## src/rtl/wdk_pkg.sv

```systemverilog
package wdk_pkg;

    localparam int unsigned REG_W    = 32;
    localparam int unsigned RELOAD_W = 16;

    localparam logic [7:0] KEY1_TAG = 8'hBE;
    localparam logic [7:0] KEY2_TAG = 8'hDC;
    localparam logic [1:0] PWR_ON   = 2'b11;

    typedef enum logic {
        KS_LOCKED,
        KS_ARMED
    } ks_state_t;

    typedef enum logic [1:0] {
        CS_OFF,
        CS_HOLD,
        CS_RUN,
        CS_FIRE
    } cs_state_t;

    typedef struct packed {
        logic                en;
        logic [1:0]          pwr;
        logic [1:0]          sel;
        logic [RELOAD_W-1:0] reload;
    } wdk_cfg_t;

endpackage

```

## src/rtl/wdk_keyseq.sv

```systemverilog
module wdk_keyseq
    import wdk_pkg::*;
(
    input  logic             clk,
    input  logic             rst_n,
    input  logic             ctrl_wr,
    input  logic [REG_W-1:0] wr_data,
    output logic             armed,
    output logic             cfg_load,
    output wdk_cfg_t         cfg
);

    localparam logic [REG_W-1:0] KEY1_WORD = {8'h00, KEY1_TAG, 16'h0000};

    ks_state_t state_q;
    ks_state_t state_d;
    logic      is_key1;
    logic      is_key2;

    assign is_key1 = (wr_data == KEY1_WORD);
    assign is_key2 = (wr_data[23:16] == KEY2_TAG);

    // state register
    always_ff @(posedge clk or negedge rst_n) begin
        if (!rst_n) begin
            state_q <= KS_LOCKED;
        end else begin
            state_q <= state_d;
        end
    end

    // transitions: arm, accept, abort
    always_comb begin
        state_d = state_q;
        if (ctrl_wr) begin
            unique case (state_q)
                KS_LOCKED: state_d = is_key1 ? KS_ARMED : KS_LOCKED;
                KS_ARMED:  state_d = KS_LOCKED;
                default:   state_d = KS_LOCKED;
            endcase
        end
    end

    // outputs
    always_comb begin
        armed      = (state_q == KS_ARMED);
        cfg_load   = ctrl_wr && (state_q == KS_ARMED) && is_key2;
        cfg.en     = wr_data[31];
        cfg.pwr    = wr_data[27:26];
        cfg.sel    = wr_data[25:24];
        cfg.reload = wr_data[RELOAD_W-1:0];
    end

endmodule

```

## src/rtl/wdk_prescaler.sv

```systemverilog
module wdk_prescaler #(
    parameter int unsigned DIV0 = 32'h40,
    parameter int unsigned DIV1 = 32'h400,
    parameter int unsigned DIV2 = 32'h4000,
    parameter int unsigned DIV3 = 32'h40000
) (
    input  logic       clk,
    input  logic       rst_n,
    input  logic       clear,
    input  logic       run,
    input  logic [1:0] sel,
    output logic       tick
);

    function automatic int unsigned div_of(input int idx);
        case (idx)
            0:       return DIV0;
            1:       return DIV1;
            2:       return DIV2;
            default: return DIV3;
        endcase
    endfunction

    function automatic int unsigned max_div();
        int unsigned m;
        m = DIV0;
        if (DIV1 > m) m = DIV1;
        if (DIV2 > m) m = DIV2;
        if (DIV3 > m) m = DIV3;
        return m;
    endfunction

    localparam int unsigned MAXD  = max_div();
    localparam int          PRE_W = (MAXD > 2) ? $clog2(MAXD) : 1;

    logic [PRE_W-1:0] lim [4];
    logic [PRE_W-1:0] pcnt_q;

    for (genvar g = 0; g < 4; g++) begin : g_lim
        assign lim[g] = PRE_W'(div_of(g) - 1);
    end

    assign tick = run && (pcnt_q == lim[sel]);

    always_ff @(posedge clk or negedge rst_n) begin
        if (!rst_n) begin
            pcnt_q <= '0;
        end else if (clear) begin
            pcnt_q <= '0;
        end else if (run) begin
            pcnt_q <= tick ? '0 : pcnt_q + 1'b1;
        end
    end

endmodule

```

## src/rtl/wdk_countdown.sv

```systemverilog
module wdk_countdown
    import wdk_pkg::*;
(
    input  logic                clk,
    input  logic                rst_n,
    input  logic                load,
    input  wdk_cfg_t            cfg,
    input  logic                tick,
    output logic                run,
    output logic                enabled,
    output logic                expire,
    output logic                rst_req,
    output logic [RELOAD_W-1:0] cnt,
    output logic [1:0]          sel
);

    localparam logic [RELOAD_W-1:0] ONE = RELOAD_W'(1);

    cs_state_t           st_q;
    cs_state_t           st_d;
    logic [RELOAD_W-1:0] cnt_q;
    logic [1:0]          sel_q;
    logic                last;

    assign last = (cnt_q <= ONE);

    // state register
    always_ff @(posedge clk or negedge rst_n) begin
        if (!rst_n) begin
            st_q <= CS_OFF;
        end else begin
            st_q <= st_d;
        end
    end

    // transitions: stop, start, park, expire, retire
    always_comb begin
        st_d = st_q;
        if (load) begin
            if (!cfg.en) begin
                st_d = CS_OFF;
            end else if (cfg.pwr == PWR_ON) begin
                st_d = CS_RUN;
            end else begin
                st_d = CS_HOLD;
            end
        end else begin
            unique case (st_q)
                CS_OFF:  st_d = CS_OFF;
                CS_HOLD: st_d = CS_HOLD;
                CS_RUN:  st_d = (tick && last) ? CS_FIRE : CS_RUN;
                CS_FIRE: st_d = CS_OFF;
                default: st_d = CS_OFF;
            endcase
        end
    end

    // datapath: count and selected prescaler
    always_ff @(posedge clk or negedge rst_n) begin
        if (!rst_n) begin
            cnt_q <= '0;
            sel_q <= '0;
        end else if (load) begin
            cnt_q <= cfg.reload;
            sel_q <= cfg.sel;
        end else if ((st_q == CS_RUN) && tick) begin
            cnt_q <= last ? '0 : cnt_q - ONE;
        end
    end

    // outputs
    always_comb begin
        run     = (st_q == CS_RUN);
        enabled = (st_q == CS_RUN) || (st_q == CS_HOLD);
        rst_req = (st_q == CS_FIRE);
        expire  = (st_q == CS_RUN) && tick && last && !load;
        cnt     = cnt_q;
        sel     = sel_q;
    end

endmodule

```

## src/rtl/keyed_watchdog.sv

```systemverilog
module keyed_watchdog
    import wdk_pkg::*;
#(
    parameter int unsigned ADDR_W   = 4,
    parameter int unsigned CTRL_OFS = 0,
    parameter int unsigned STAT_OFS = 8,
    parameter int unsigned DIV0     = 32'h40,
    parameter int unsigned DIV1     = 32'h400,
    parameter int unsigned DIV2     = 32'h4000,
    parameter int unsigned DIV3     = 32'h40000
) (
    input  logic              clk,
    input  logic              por_n,
    input  logic              rst_n,
    input  logic              wr_en,
    input  logic [ADDR_W-1:0] wr_addr,
    input  logic [REG_W-1:0]  wr_data,
    input  logic [ADDR_W-1:0] rd_addr,
    output logic [REG_W-1:0]  rd_data,
    output logic              rst_req,
    output logic              rst_cause
);

    localparam logic [ADDR_W-1:0] CTRL_A = ADDR_W'(CTRL_OFS);
    localparam logic [ADDR_W-1:0] STAT_A = ADDR_W'(STAT_OFS);

    logic                ctrl_wr;
    logic                armed;
    logic                cfg_load;
    wdk_cfg_t            cfg;
    logic                tick;
    logic                run;
    logic                enabled;
    logic                expire;
    logic [RELOAD_W-1:0] cnt;
    logic [1:0]          div_sel;
    logic                cause_q;

    assign ctrl_wr = wr_en && (wr_addr == CTRL_A);

    wdk_keyseq u_keyseq (
        .clk      (clk),
        .rst_n    (rst_n),
        .ctrl_wr  (ctrl_wr),
        .wr_data  (wr_data),
        .armed    (armed),
        .cfg_load (cfg_load),
        .cfg      (cfg)
    );

    wdk_prescaler #(
        .DIV0 (DIV0),
        .DIV1 (DIV1),
        .DIV2 (DIV2),
        .DIV3 (DIV3)
    ) u_prescaler (
        .clk   (clk),
        .rst_n (rst_n),
        .clear (cfg_load),
        .run   (run),
        .sel   (div_sel),
        .tick  (tick)
    );

    wdk_countdown u_countdown (
        .clk     (clk),
        .rst_n   (rst_n),
        .load    (cfg_load),
        .cfg     (cfg),
        .tick    (tick),
        .run     (run),
        .enabled (enabled),
        .expire  (expire),
        .rst_req (rst_req),
        .cnt     (cnt),
        .sel     (div_sel)
    );

    // reset-cause flag: only the power-on reset clears it
    always_ff @(posedge clk or negedge por_n) begin
        if (!por_n) begin
            cause_q <= 1'b0;
        end else if (expire) begin
            cause_q <= 1'b1;
        end
    end

    assign rst_cause = cause_q;

    always_comb begin
        rd_data = '0;
        if (rd_addr == STAT_A) begin
            rd_data = {enabled, cause_q, 4'b0000, div_sel, 8'h00, cnt};
        end
    end

endmodule

```

## config.mk

```make
export PLATFORM = sky130hd
export DESIGN_NAME = keyed_watchdog
export DESIGN_NICKNAME = d
export VERILOG_FILES = /design/src/rtl/wdk_pkg.sv /design/src/rtl/wdk_keyseq.sv /design/src/rtl/wdk_prescaler.sv /design/src/rtl/wdk_countdown.sv /design/src/rtl/keyed_watchdog.sv
export SDC_FILE = /design/constraint.sdc
export NUM_CORES = 1
export LEC_CHECK = 0
export ABC_CLOCK_PERIOD_IN_PS = 2400
export BUFFER_PORTS_ARGS = -buffer_cell sky130_fd_sc_hd__buf_2
export CAP_MARGIN = 10
export CORE_ASPECT_RATIO = 0.7
export CORE_MARGIN = 5
export CORE_UTILIZATION = 54
export CTS_BUF_LIST = sky130_fd_sc_hd__clkbuf_2 sky130_fd_sc_hd__clkbuf_4 sky130_fd_sc_hd__clkbuf_8
export CTS_CLUSTER_DIAMETER = 60
export CTS_CLUSTER_SIZE = 16
export DETAILED_ROUTE_END_ITERATION = 8
export GPL_TIMING_DRIVEN = 0
export PLACE_DENSITY = 0.91
export SLEW_MARGIN = 10
export SYNTH_ARGS = -nofsm -noshare
export SYNTH_HDL_FRONTEND = slang
export SYNTH_SLANG_ARGS = --single-unit
```

## constraint.sdc

```tcl
create_clock -name clk -period 2.4 [get_ports clk]
set_clock_uncertainty 0.1 [all_clocks]
set_input_delay 0.36 -clock clk [delete_from_list [all_inputs] [get_ports clk]]
set_output_delay 0.36 -clock clk [all_outputs]
set_load 0.005 [all_outputs]
```

Word level (Yosys, flattened, before mapping):

Index checks and enable logic that the tools add are counted.

* register bits: 40
* output and inout bits: 34

* $add $sub $neg: 2
* order comparisons: 2
* equality and inequality tests: 8
* muxes and demuxes: 17
* bitwise operators: 2
* reductions and logical operators: 15

Operators with widths (number)
* $mux W18: 5
* $mux W16: 3
* $bmux W18 S2: 1
* $eq A32 B24 Y1 const B: 1
* $mux W32: 1
* $add A18 B1 Y18 const B: 1
* $eq A18 B18 Y1: 1
* $le A16 B1 Y1 const B: 1
* $sub A16 B1 Y16 const B: 1
* $eq A8 B8 Y1 const B: 1
* $logic_and A1 B1 Y1: 8
* $eq A2 B2 Y1 const B: 3
* $mux W2: 3
* $pmux W2 S3: 1
* $eq A4 B4 Y1 const B: 1
* $logic_not A4 Y1: 1
* $reduce_bool A2 Y1: 2
* $ge A3 B3 Y1 const B: 1
* $not A2 Y3: 1
* $eq A2 B1 Y1 const B: 1
* $logic_not A2 Y1: 1
* $mux W1: 2
* $pmux W1 S2: 1
* $reduce_or A2 Y1: 1
* other kinds (3): 3

Logic depth before layout (Yosys ltp):

* depth after elaboration: 10
* depth in mapped cells: 10
* mapped depth without buffers: 8

Modules after synthesis:

Synthesis repeated with hierarchy kept, for this count alone.

* cell total of the unflattened synthesis: 363
* area total of the unflattened synthesis: 3138.0 um2

Modules (own cells, without submodules)
* wdk_countdown: instances 1, cells an instance 146, area each 1288.7 um2, seq. area each 500.5 um2
* wdk_prescaler: instances 1, cells an instance 140, area each 1213.7 um2, seq. area each 450.4 um2
* keyed_watchdog: instances 1, cells an instance 40, area each 320.3 um2, seq. area each 25.0 um2
* wdk_keyseq: instances 1, cells an instance 37, area each 315.3 um2, seq. area each 25.0 um2

Worst setup path after synthesis:

Ideal clock, no wire load.

* kind: register to register
* start point: register u_countdown.st_q[0]
* end point: register u_prescaler.pcnt_q[10]
* arrival: 1.907 ns
* required time: 2.168 ns
* path slack: 0.261 ns
* cell stages (with the launch flop): 11
* path buffers: 3
* clock period less this slack: 2.139 ns
* path through: dfrtp_1 -> inv_1 -> ha_1 -> clkbuf_1 -> nand4_1 -> o21ai_0 -> nand4_1 -> buf_4 -> nand2_1 -> clkbuf_1 -> nor2_1

* word-level cells in the longest chain between the ends: 5

Ends and longest elaborated chain
* start, declared: RTL line wdk_countdown.sv:19 `cs_state_t st_q;`
* start signal, assigned: RTL line wdk_countdown.sv:32 `st_q <= st_d;`
* $eq A2 B2 Y1 (*): RTL line wdk_countdown.sv:73 `run = (st_q == CS_RUN);`
* $logic_and A1 B1 Y1: RTL line wdk_prescaler.sv:43 `assign tick = run && (pcnt_q == lim[sel]);`
* $mux W18: RTL line wdk_prescaler.sv:51 `pcnt_q <= tick ? '0 : pcnt_q + 1'b1;`
* $mux W18: RTL line wdk_prescaler.sv:50 `end else if (run) begin`
* $mux W18: RTL line wdk_prescaler.sv:48 `end else if (clear) begin`
* end signal, assigned: RTL line wdk_prescaler.sv:51
* end, declared: RTL line wdk_prescaler.sv:37 `logic [PRE_W-1:0] pcnt_q;`

Every way passes the cells marked *; elsewhere a longest branch is shown, timed or not. The select of a mux whose other input is x is not followed.
A chain may end at the register's enable or synchronous reset.

Worst setup path after layout:

* start point: register u_countdown.cnt_q[2], in the netlist u_countdown.cnt[2]
* end point: register u_countdown.cnt_q[8], in the netlist u_countdown.cnt[8]

* word-level cells in the longest chain between the ends: 4

Ends and longest elaborated chain
* start, declared: RTL line wdk_countdown.sv:21 `logic [RELOAD_W-1:0] cnt_q;`
* start signal, assigned: RTL line wdk_countdown.sv:64 `cnt_q <= cfg.reload;`
* start signal, assigned: RTL line wdk_countdown.sv:67 `cnt_q <= last ? '0 : cnt_q - ONE;`
* $sub A16 B1 Y16 / $le A16 B1 Y1 (equally long branches): RTL line wdk_countdown.sv:67, wdk_countdown.sv:25
* $mux W16 (*): RTL line wdk_countdown.sv:67
* $mux W16 (*): RTL line wdk_countdown.sv:66 `end else if ((st_q == CS_RUN) && tick) begin`
* $mux W16 (*): RTL line wdk_countdown.sv:63 `end else if (load) begin`

Marked as above.

==> qor.txt <==
CTS tree - yes
Routed WL - 8.08 mm
Drt drc - 0
Flop and latch count out of synthesis - 40
Slew Limit Headroom - 43.5%
Gp weighted congestion - 0.988
Nets - 457
Final Hold Fails - 0
Post-synth ARST share - 100%
Post-route cell area - 0.00334 sq mm
CP max stage cell - dfrtp_2
GRT Resource Usage Total - 25.1%
Yosys warnings - 0
Period utilisation layout - 97.1%
IO buf count - 65
Post-synth EDFFs - 0
Detailed Route Iter0 Violations - 365
Die area - 0.00651 sq mm
H-tree depth - 2
Clk_lat worst skew - 290 ps
PwrDens - 396 mW/mm^2
Arr. time, crit path - 2410 ps
Pre-CTS WS - -296 ps
DRT antenna net count - 0
Core Box Area - 0.00481 sq mm
Core Util, Final - 69.6%
Sequential fraction of the synthesis area - 37.3%
Peak supply drop - 0.314 mV
F_max - 0.429 GHz
DP Wirelength - 6.02 mm
Worst setup path startpoint - u_countdown.cnt[2]$_DFFE_PN0P_
Die W - 94.3 microns
Fin. max-slew vios - 0
Critical-path cell list - or3_4 > nor4b_4 > and2_2 > buf_6 > nor2_1 > o211a_1 > a221o_1
Reg clk slew, reported paths - 70 ps
Worst-path fanout max - 10
Detailed Routing Iterations Pass 1 - 9
Top-area cell type share of the netlist area - 37.3%
First-pass GRT wire length - 12.9 mm
Reg2reg start - u_countdown.cnt[2]$_DFFE_PN0P_
Overflow after GRT - 0
Fillers - 392
Period minus WS final - 2330 ps
Bufs on Longest Clock Path - 2
Final setup viols - 0
Final TNS setup - 0 ps
Via/cell ratio - 5.91
Via Count - 2825
Initial antenna violation count - 0
Critical path endpoint category - register
Share of layout cells above drive strength 1 - 27.9%
Max-Cap Viols - 0
Syn Inst Count - 324
Critical Path RT - 2470 ps
P&R area growth vs syn - 24.5%
Largest net degree at the start of global routing - 40
Crit-path max cell delay - 470 ps
Die height - 69.0 microns
Hold Crit Class - in2async
Num rows - 21
Leakage power - 0.00159 uW
Status - finished, final reports clean
Seq. cell area - 0.00100 sq mm
Initial Util - 55.9%
Vias in the first global route - 2586
Top FF cell, synth - dfrtp_1
RSZ-0062 raised after global routing - false
Post-DP Area - 0.00314 sq mm
Most common cell in the netlist - nor2_1
Clock sinks - 40
Synth cell types - 50
Cell area after synthesis - 0.00269 sq mm
WL/cell - 16.9 microns
Synth area leader - dfrtp_1
FF-to-FF setup slack - 70 ps
Cts bufs inserted - 5
Synth top area cells - dfrtp_1, nor2_1, nand2_1, and2_1, xor2_1
Post-Syn Area per Cell - 8.29 sq um
I/O pin count - 78
Synth cell count leaders - nor2_1, dfrtp_1, nand2_1
Inserted Diodes - 0
Multi-input gate area - 0.00162 sq mm
Startpoint Class - register
Actual slew at the worst max-slew pin - 848 ps
CTS Root Cell - clkbuf_8
Tot Pwr - 1320 uW
Crit Path Category - reg2reg
Final setup margin - 68.4 ps
kinds of logic (layout without fill, tap and decap cells):
family / after synthesis / after routing / share of synthesized area, %
DFF: 40 / 40 / 37.3
xor gates and xnor gates: 16 / 16 / 5.22
and+or+nand+nor: 178 / 178 / 34.7
buffers and inverters: 29 / 103 / 6.33
adders and majority gates: 5 / 5 / 2.33
AOI/OAI and AO/OA: 54 / 54 / 13.6
muxes: 1 / 1 / 0.419
other: 1 / 12 / 0.140
what timing repair did:
| item | CTS | global route |
|---|---|---|
| setup buffers | 0 | 2 |
| resized for setup | 5 | 17 |
| pin swaps | 0 | 2 |
| setup endpoints to repair | 28 | 29 |
| hold buffers | 1 | 0 |
| hold endpoints to repair | 1 | 0 |
| cloned | 0 | 0 |
report_power, final:
part | leakage [uW] | switching [uW] | internal, uW | total, uW
Combinational | 0.00102 | 47.2 | 47.1 | 94.3
Clock | 0.0000586 | 237 | 320 | 557
Sequential | 0.000511 | 0.00000000735 | 673 | 673
Total | 0.00159 | 284 | 1040 | 1320
cells in the final DEF, fill, tap and decap left out, types with 3 or more instances in the layout:
cell type / synthesis / routed
buf_2: 1 / 66
nor2_1: 46 / 46
dfrtp_1: 40 / 38
nand2_1: 38 / 36
and2_1: 21 / 21
nand3_1: 18 / 18
buf_4: 14 / 16
xor2_1: 15 / 15
conb_1: 1 / 12
nor3_1: 12 / 11
a21oi_1: 12 / 11
o21ai_0: 11 / 10
nand4_1: 9 / 9
a31oi_1: 6 / 6
nor4_1: 6 / 5
clkbuf_8: 0 / 5
inv_1: 4 / 4
or3_1: 5 / 4
clkbuf_1: 9 / 4
or4_1: 4 / 4
and3_1: 3 / 3
and4_1: 3 / 3
nor4b_1: 3 / 3
o211ai_1: 3 / 3
o2111ai_1: 3 / 3
a221o_1: 3 / 3
ha_1: 5 / 3
flip-flops by register name, summed over array words and instances, names as in the netlist:
signal and cells:
rst_cause 1, u_keyseq.armed 1, u_countdown.st_q 2, u_countdown.cnt 16
u_prescaler.pcnt_q 18, u_countdown.sel 2
per-stage QoR:
stage,hold slack (ps),cells
floorplan,-35.6,335
global placement,37.6,469
detailed placement,36.6,469
CTS,102,477
global route,154,478
finish,70.6,478
layout make-up:
type | count | area share [%]
buffer | 23 | 4.60
sequential | 40 | 30.0
multi-input combinational | 266 | 48.6
tap | 69 | 2.58
clock inverter | 2 | 1.05
clock buffer | 6 | 2.28
timing repair buffer | 68 | 10.5
inverter | 4 | 0.449
metal layers:
metal  track usage (%)  share of wire, %
met1              37.6                44
met2              34.0                44
met3              7.28                10
met4              8.97               2.1
met5                 0                 0
critical path: cells and delay by family, from the launching register on:
family | cells | cell delay, ps
AO/OA/AOI/OAI | 2 | 460
buffers and inverters | 1 | 150
flip-flops | 1 | 470
AND/OR/NAND/NOR | 4 | 1030
worst paths after layout:
check	to	depth (start not counted)
setup / recovery	u_countdown.cnt[8]$_DFFE_PN0P_	7
setup reg to reg	u_countdown.cnt[8]$_DFFE_PN0P_	7
max in group asynchronous	u_countdown.cnt[0]$_DFFE_PN0P_	1
hold / removal	u_countdown.cnt[2]$_DFFE_PN0P_	1
hold reg to reg	rst_cause$_DFFE_PN0P_	1
min in group clk	u_countdown.sel[0]$_DFFE_PN0P_	3
No activity file was read; power rests on OpenSTA's default activity.
